--- src/rtl/refsel_pkg.sv ---
package refsel_pkg;
  localparam int unsigned NUM_REFS = 4;
  localparam int unsigned IDX_W    = $clog2(NUM_REFS);
  localparam int unsigned MODE_W   = IDX_W + 1;

  typedef logic [IDX_W-1:0] ref_idx_t;

  typedef struct packed {
    logic     automatic_sw;
    ref_idx_t target;
  } mode_t;
endpackage

--- src/rtl/refsel_rst_sync.sv ---
module refsel_rst_sync #(
  parameter int unsigned STAGES = 2
) (
  input  logic clk,
  input  logic rst_n,
  output logic rst_sync_n
);
  logic [STAGES-1:0] chain_q;

  always_ff @(posedge clk or negedge rst_n) begin
    if (!rst_n) chain_q <= '0;
    else        chain_q <= {chain_q[STAGES-2:0], 1'b1};
  end

  assign rst_sync_n = chain_q[STAGES-1];
endmodule

--- src/rtl/refsel_req_gate.sv ---
module refsel_req_gate
  import refsel_pkg::*;
#(
  parameter int unsigned N = NUM_REFS
) (
  input  logic     clk_en,
  input  mode_t    mode,
  input  logic [N-1:0] in_valid,
  input  ref_idx_t cur_idx,
  output logic     accept,
  output ref_idx_t req_idx
);
  logic [N-1:0] hit;

  // One-hot decode of the requested input, masked by its valid flag.
  for (genvar g = 0; g < N; g++) begin : g_hit
    assign hit[g] = (mode.target == ref_idx_t'(g)) && in_valid[g];
  end

  always_comb begin
    req_idx = mode.target;
    accept  = clk_en && !mode.automatic_sw && (|hit) && (mode.target != cur_idx);
  end
endmodule

--- src/rtl/refsel_state.sv ---
module refsel_state
  import refsel_pkg::*;
(
  input  logic     clk,
  input  logic     rst_sync_n,
  input  logic     accept,
  input  ref_idx_t req_idx,
  output ref_idx_t sel_q
);
  ref_idx_t sel_d;

  always_comb begin
    sel_d = sel_q;
    if (accept) sel_d = req_idx;
  end

  always_ff @(posedge clk or negedge rst_sync_n) begin
    if (!rst_sync_n) sel_q <= '0;
    else             sel_q <= sel_d;
  end
endmodule

--- src/rtl/refsel_manual.sv ---
module refsel_manual
  import refsel_pkg::*;
(
  input  logic                clk,
  input  logic                rst_n,
  input  logic                clk_en,
  input  logic [MODE_W-1:0]   mode,
  input  logic [NUM_REFS-1:0] in_valid,
  output logic [IDX_W-1:0]    sel_idx,
  output logic [IDX_W-1:0]    sel_stat
);
  logic     rst_sync_n;
  logic     accept;
  ref_idx_t req_idx;
  ref_idx_t sel_q;
  mode_t    mode_s;

  assign mode_s = mode_t'(mode);

  refsel_rst_sync #(.STAGES(2)) u_rst (
    .clk        (clk),
    .rst_n      (rst_n),
    .rst_sync_n (rst_sync_n)
  );

  refsel_req_gate #(.N(NUM_REFS)) u_gate (
    .clk_en   (clk_en),
    .mode     (mode_s),
    .in_valid (in_valid),
    .cur_idx  (sel_q),
    .accept   (accept),
    .req_idx  (req_idx)
  );

  refsel_state u_state (
    .clk        (clk),
    .rst_sync_n (rst_sync_n),
    .accept     (accept),
    .req_idx    (req_idx),
    .sel_q      (sel_q)
  );

  assign sel_idx  = sel_q;
  assign sel_stat = sel_q;

  // a valid manual request is adopted on the next edge
  a_r2_valid_switch: assert property (@(posedge clk) disable iff (!rst_sync_n)
    (clk_en && !mode[MODE_W-1] && in_valid[mode[IDX_W-1:0]]) |=> (sel_idx == $past(mode[IDX_W-1:0])));
  // a request for an invalid input leaves the choice alone
  a_r3_hold_invalid: assert property (@(posedge clk) disable iff (!rst_sync_n)
    (clk_en && !mode[MODE_W-1] && !in_valid[mode[IDX_W-1:0]]) |=> $stable(sel_idx));
  // outside manual mode the choice is frozen
  a_r5_hold_automatic: assert property (@(posedge clk) disable iff (!rst_sync_n)
    (clk_en && mode[MODE_W-1]) |=> $stable(sel_idx));
  // no update without the enable
  a_r6_hold_disabled: assert property (@(posedge clk) disable iff (!rst_sync_n)
    !clk_en |=> $stable(sel_idx));
endmodule

--- config.mk ---
export PLATFORM = sky130hd
export DESIGN_NAME = refsel_manual
export DESIGN_NICKNAME = d
export VERILOG_FILES = /design/src/rtl/refsel_pkg.sv /design/src/rtl/refsel_rst_sync.sv /design/src/rtl/refsel_req_gate.sv /design/src/rtl/refsel_state.sv /design/src/rtl/refsel_manual.sv
export SDC_FILE = /design/constraint.sdc
export NUM_CORES = 1
export LEC_CHECK = 0
export ABC_AREA = 1
export BUFFER_PORTS_ARGS = -buffer_cell sky130_fd_sc_hd__buf_2
export CORE_AREA = 2 2 39 41
export DETAILED_ROUTE_END_ITERATION = 12
export DIE_AREA = 0 0 41 43
export GPL_ROUTABILITY_DRIVEN = 0
export GPL_TIMING_DRIVEN = 0
export PLACE_DENSITY = 0.46
export SYNTH_ARGS = -nofsm -noshare
export SYNTH_HDL_FRONTEND = slang
export SYNTH_HIERARCHICAL = 1
export SYNTH_SLANG_ARGS = --single-unit
export TNS_END_PERCENT = 50
--- constraint.sdc ---
create_clock -name clk -period 1.27 [get_ports clk]
set_input_delay 0.0635 -clock clk [delete_from_list [all_inputs] [get_ports clk]]
set_output_delay 0.0635 -clock clk [all_outputs]
set_load 0.02 [all_outputs]
==> flow_metrics.py, run 1 <==
metrics = {
    "yosys": {
        "synthDistinctLibCells": 10,
        "syn-num-nets": 48,
        "netlist_area_um2": 258,
        "synth_edf_count": 0,
        "synth_cells": 38,
        "yosysSeqAreaShare_pct": 38.8,
        "yosys_warnings": 6,
        "synth_ff_type": "dfrtp_1",
        "synth_area_leader_cell": "dfrtp_1",
        "ys_ff_latch": 4,
        "synth_top_area_share_pct": 38.8,
        "synth_common_cells": "18 x nand2_1, 5 x inv_1, 4 x buf_4, 4 x dfrtp_1, 2 x nand3_1",
        "syn_area_per_cell_um2": 6.78,
        "synthTopCellsByArea": "dfrtp_1 39%, nand2_1 26%, buf_4 12%, inv_1 7.3%, nor2_4 4.4%",
        "synth_most_common_cell": "nand2_1",
        "synth_async_sr_flop_share_pct": 100,
    },
    "worst_setup_path": {
        "worstPathRequired_ps": 1390,
        "ff2ff_path_depth": 9,
        "r2r_start": "u_state/sel_q[0]",
        "cp-start-kind": "register",
        "critPathMaxFanout": 5,
        "reg2reg_to": "u_state/sel_q[0]",
        "rrSetupSlack_ps": 210,
        "cp.arrival_ps": 1170,
        "crit_type": "reg2reg",
        "worstSetupEndpointType": "register",
    },
    "global_route": {
        "antenna_found_initial": 0,
        "grt.total_usage_pct": 6.96,
        "grt_max_degree": 6,
        "grt_pass1_wl_um": 731,
        "grt-ovfl-total": 0,
        "grt_pass1_vias": 211,
    },
    "clocking": {
        "clkTransAtPathRegs_ps": 40,
        "cts_resized": 0,
        "cts.sinks": 4,
        "cts_setup_buffers": 0,
        "postCtsHoldBufs": 1,
        "htree_levels": 1,
        "cts_root_buffer": "clkbuf_4",
        "cts_buffer_depth": 2,
        "clock_latency_ps": 230,
        "cts_made_buffers": 3,
        "tritoncts": "yes",
    },
    "sta": {
        "slew_viol_final": 0,
        "final.setup.tns_ps": 0,
        "final-hold-violation-count": 0,
        "timing.fmax_ghz": 0.946,
        "setup_viol_count_final": 0,
        "clock_skew_ps": 1.14,
        "fin_crit_sh_pct": 83.2,
        "timing.final.crit_period_ps": 1060,
        "rsz0062_at_grt": "no",
    },
    "power": {
        "p_leak_nw": 0.226,
        "total_power_uw": 536,
        "p_per_area_nw_per_um2": 1430,
        "ir_drop_mv": 0.531,
    },
    "routing": {
        "drt_iter0_markers": 3,
        "post_drt_wl_per_cell_um": 6.49,
        "drc": 0,
        "vias": 250,
        "wl_um": 461,
        "ant_nets": 0,
        "dr.pass1.iters": 2,
        "via_per_inst": 3.52,
    },
    "place": {
        "io_buffers": 13,
        "dp_hpwl_um": 383,
    },
    "final_layout": {
        "diodes": 0,
        "drive_gt1_share_pct": 43.6,
        "syn_to_final_growth_pct": 45.6,
        "finalNetCount": 67,
    },
    "run_status": {
        "outcome": "finished clean",
    },
    "die": {
        "pin_count": 14,
        "die-area_um2": 1760,
        "die_w_um": 41,
        "rows": 14,
        "start_util_pct": 18.6,
        "core_region_area_um2": 1380,
        "die-height_um": 43,
    },
    "hold_path": {
        "hp-class": "reg2async",
    },
    "flow_run": {
        "maxCapViolations": 0,
    },
}
==> where the power goes <==
group	leakage (nW)	switching, mW	internal (mW)
combinational	0.164	0.115	0.0926
sequential	0.0483	0.0237	0.151
clock	0.0138	0.0478	0.105
==> critical path: stages, from the launching register on <==
cell and delay [ps]:
dfrtp_1 380, inv_1 60, nand2_2 60, nand2_1 40
nand2_1 60, nand2_1 50, nor2_2 120, inv_1 70
nand2_1 50, nand2_1 50
==> cells by family after synthesis <==
family                 count (synthesis)  share of synthesized area [%]
buffers and inverters                 10                           20.4
DFF                                    4                           38.8
other                                  1                           1.45
and+or+nand+nor                       23                           39.3
==> layer usage <==
| layer | wire length [um] | track usage (%) | vias to the layer above | share of wire (%) |
|---|---|---|---|---|
| met2 | 219 | 8.75 | 8 | 48 |
| met1 | 189 | 6.54 | 103 | 41 |
| met3 | 52 | 4.71 | 0 | 11 |
| li1 | - | - | 139 | - |
| met5 | 0 | 0 | - | 0 |
| met4 | 0 | 8.00 | 0 | 0 |
==> cells in the final DEF, fill, tap and decap left out <==
| master | netlist | routed |
|---|---|---|
| inv_1 | 5 | 5 |
| buf_4 | 4 | 4 |
| conb_1 | 1 | 1 |
| dlygate4sd3_1 | 0 | 1 |
| dfrtp_1 | 4 | 4 |
| inv_2 | 1 | 1 |
| nand3_1 | 2 | 2 |
| nand2_2 | 1 | 1 |
| nand2_1 | 18 | 18 |
| clkbuf_4 | 0 | 3 |
| nor2_4 | 1 | 1 |
| nor2_2 | 1 | 1 |
| buf_2 | 0 | 13 |
==> worst max-delay path by stage <==
| stage | startpoint | end | slack [ps] |
|---|---|---|---|
| floorplan | u_state/sel_q[0] | u_state/sel_q[0] | 150 |
| global placement | u_state/sel_q[0] | u_state/sel_q[1] | 190 |
| detailed placement | u_state/sel_q[0] | u_state/sel_q[0] | 200 |
| CTS | u_state/sel_q[0] | u_state/sel_q[0] | 190 |
| global route | u_state/sel_q[0] | u_state/sel_q[1] | 50 |
| finish | u_state/sel_q[0] | u_state/sel_q[0] | 210 |
==> per-stage QoR <==
stage	std cells	setup WS (ps)	util [%]	hold slack (ps)	instance area, um^2
after global placement	67	194	24.8	-150	343
after detailed placement	67	197	24.8	-150	343
after floorplan	38	148	-	-232	258
after global routing	71	48.0	27.1	27.0	375
final	71	213	27.1	20.4	375
after CTS	71	191	27.1	21.5	375
==> state kept, by name (all words and copies together), names as in the netlist <==
register       cells
u_rst/chain_q      2
u_state/sel_q      2
==> area by class of cell <==
cell class / count / area (um^2)
inverter: 6 / 22.5
buffer: 4 / 30.0
tap: 16 / 20.0
fill: 165 / 1010
multi-input combinational: 24 / 105
clock buffer: 3 / 22.5
sequential: 4 / 100
timing repair buffer: 14 / 75.1
Power figures use the tool's default switching activity.
==> inputs of run 2 (changes only) <==
clock period = 1.1 ns   (was 1.27 ns; I/O delays follow)
==> run 2 against run 1 <==
  * Clock skew is 5.3 ps higher
  * Total power is 22% higher
  * Register-to-register slack worse by 180 ps
  * Largest cell class unchanged
  * Sequential cell count stayed put
  * Die area stayed put
  * Global-route usage is 0.50 points lower
  * Clock-buffer cell count is 1 higher
  * Design area is 2.7% higher
  * Critical path type unchanged
  * Sequential power is 19% higher
  * Cell count is 1.4% higher
==> flow_metrics.py, run 2 (same netlist as run 1, synthesis figures left out) <==
metrics = {
    "run_status": {
        "outcome": "finished clean",
    },
    "routing": {
        "vias": 250,
        "post_drt_wl_per_cell_um": 6.49,
        "drc": 0,
        "drt_iter0_markers": 0,
        "via_per_inst": 3.47,
        "dr.pass1.iters": 1,
        "wl_um": 467,
        "ant_nets": 0,
    },
    "final_layout": {
        "layout_commonest_cell": "nand2_1",
        "final_cell_mix": "16 x nand2_1, 13 x buf_2, 4 x buf_4",
        "diodes": 0,
        "drive_gt1_share_pct": 51.8,
        "finalNetCount": 67,
        "finalInstanceArea_um2": 385,
        "syn_to_final_growth_pct": 49.5,
        "largestRegisters": "u_rst/chain_q (2), u_state/sel_q (2)",
    },
    "worst_setup_path": {
        "r2r_start": "u_state/sel_q[0]",
        "cp-start-kind": "register",
        "rrSetupSlack_ps": 30,
        "crit_type": "reg2reg",
        "ff2ff_path_depth": 8,
        "worstPathRequired_ps": 1210,
        "cp_slowest_stage_delay_ps": 430,
        "cp.arrival_ps": 1180,
        "cp_cell_sequence": "nand2_2 > nand2_2 > nand2_1 > nand2_1 > nor2_2 > inv_2 > nand2_1 > nand2_1",
        "worst_path_max_delay_cell": "dfrtp_2",
        "reg2reg_to": "u_state/sel_q[1]",
        "critPathMaxFanout": 5,
        "cp_common_cell": "nand2_1",
        "worstSetupEndpointType": "register",
    },
    "power": {
        "p_per_area_nw_per_um2": 1690,
        "p_leak_nw": 0.225,
        "total_power_uw": 653,
        "ir_drop_mv": 0.533,
    },
    "clocking": {
        "clock_latency_ps": 230,
        "htree_levels": 1,
        "tritoncts": "yes",
        "cts_root_buffer": "clkbuf_4",
        "clkTransAtPathRegs_ps": 40,
        "cts_buffer_depth": 2,
        "cts.sinks": 4,
        "cts_made_buffers": 3,
        "cts_setup_buffers": 0,
    },
    "sta": {
        "slew_viol_final": 0,
        "timing.final.crit_period_ps": 1070,
        "setup_viol_count_final": 0,
        "final-hold-violation-count": 0,
        "timing.fmax_ghz": 0.937,
        "clock_skew_ps": 6.42,
        "rsz0062_at_grt": "yes",
        "fin_crit_sh_pct": 97.0,
    },
    "die": {
        "die_w_um": 41,
        "start_util_pct": 18.6,
        "core_region_area_um2": 1380,
        "rows": 14,
        "die-height_um": 43,
        "die-area_um2": 1760,
        "pin_count": 14,
    },
    "global_route": {
        "grt.total_usage_pct": 6.46,
        "grt_max_degree": 6,
        "grt_pass1_wl_um": 717,
        "grt_pass1_vias": 212,
        "grt-ovfl-total": 0,
        "antenna_found_initial": 0,
    },
    "hold_path": {
        "hp-class": "reg2async",
    },
    "place": {
        "io_buffers": 13,
        "dp_hpwl_um": 377,
        "placedInstanceArea_um2": 344,
    },
    "flow_run": {
        "maxCapViolations": 0,
    },
}
## run 2: changes by cell type in the layout (fill, tap and decap cells not counted), sizes merged
cell / delta
clkbuf: +1
## run 2: layout make-up
class                   instances  area [um^2]
flip-flops and latches          4          101
repair buffers                 14         75.1
fillers                       161          998
multi-input cells              24          110
inverters                       6         22.5
well taps                      16         20.0
clock buffers                   4         26.3
plain buffers                   4         30.0
## run 2: what timing repair did
item                                    4_1_cts  5_1_grt
gates resized for setup                       0        4
endpoints found under the setup margin        0        2
hold buffers                                  1        0
endpoints found under the hold margin         2        0
## run 2: worst max-delay path by stage
stage / to / from / cells past startpoint / slack [ps]
2_1_floorplan: u_state/sel_q[1] / u_state/sel_q[1] / 9 / 5
3_3_place_gp: u_state/sel_q[0] / u_state/sel_q[0] / 8 / 50
3_5_place_dp: u_state/sel_q[1] / u_state/sel_q[0] / 8 / 40
4_1_cts: u_state/sel_q[1] / u_state/sel_q[0] / 8 / 20
5_1_grt: u_state/sel_q[0] / u_state/sel_q[0] / 8 / -80
6_report: u_state/sel_q[1] / u_state/sel_q[0] / 8 / 30
## run 2: through the flow
| stage | worst slack (ps) | hold slack [ps] | util, % | instances | TNS, ps |
|---|---|---|---|---|---|
| 2_1_floorplan | 5.24 | -241 | - | 38 | 0 |
| 3_3_place_gp | 49.5 | -158 | 24.9 | 67 | 0 |
| 3_5_place_dp | 41.0 | -158 | 24.9 | 67 | 0 |
| 4_1_cts | 23.6 | 24.7 | 27.5 | 72 | 0 |
| 5_1_grt | -76.8 | 34.3 | 27.8 | 72 | -147 |
| 6_report | 33.3 | 19.3 | 27.8 | 72 | 0 |
## run 2: layer usage
| metal | routed length [um] | up-vias | global-route usage, % |
|---|---|---|---|
| met1 | 203 | 102 | 6.56 |
| met4 | 0 | 0 | 6.00 |
| met3 | 37 | 0 | 3.14 |
| met2 | 226 | 8 | 9.06 |
| met5 | 0 | - | 0 |
| li1 | - | 140 | - |
## run 2: power by group
part	internal (mW)	switching [mW]
logic	0.111	0.137
clock network	0.136	0.0596
registers	0.177	0.0321
## run 2: worst max-delay path, delay by kind of cell (launching register included)
kind	cells	cell delay, ps
flip-flops	1	430
AND/OR/NAND/NOR	7	480
buffers and inverters	1	50
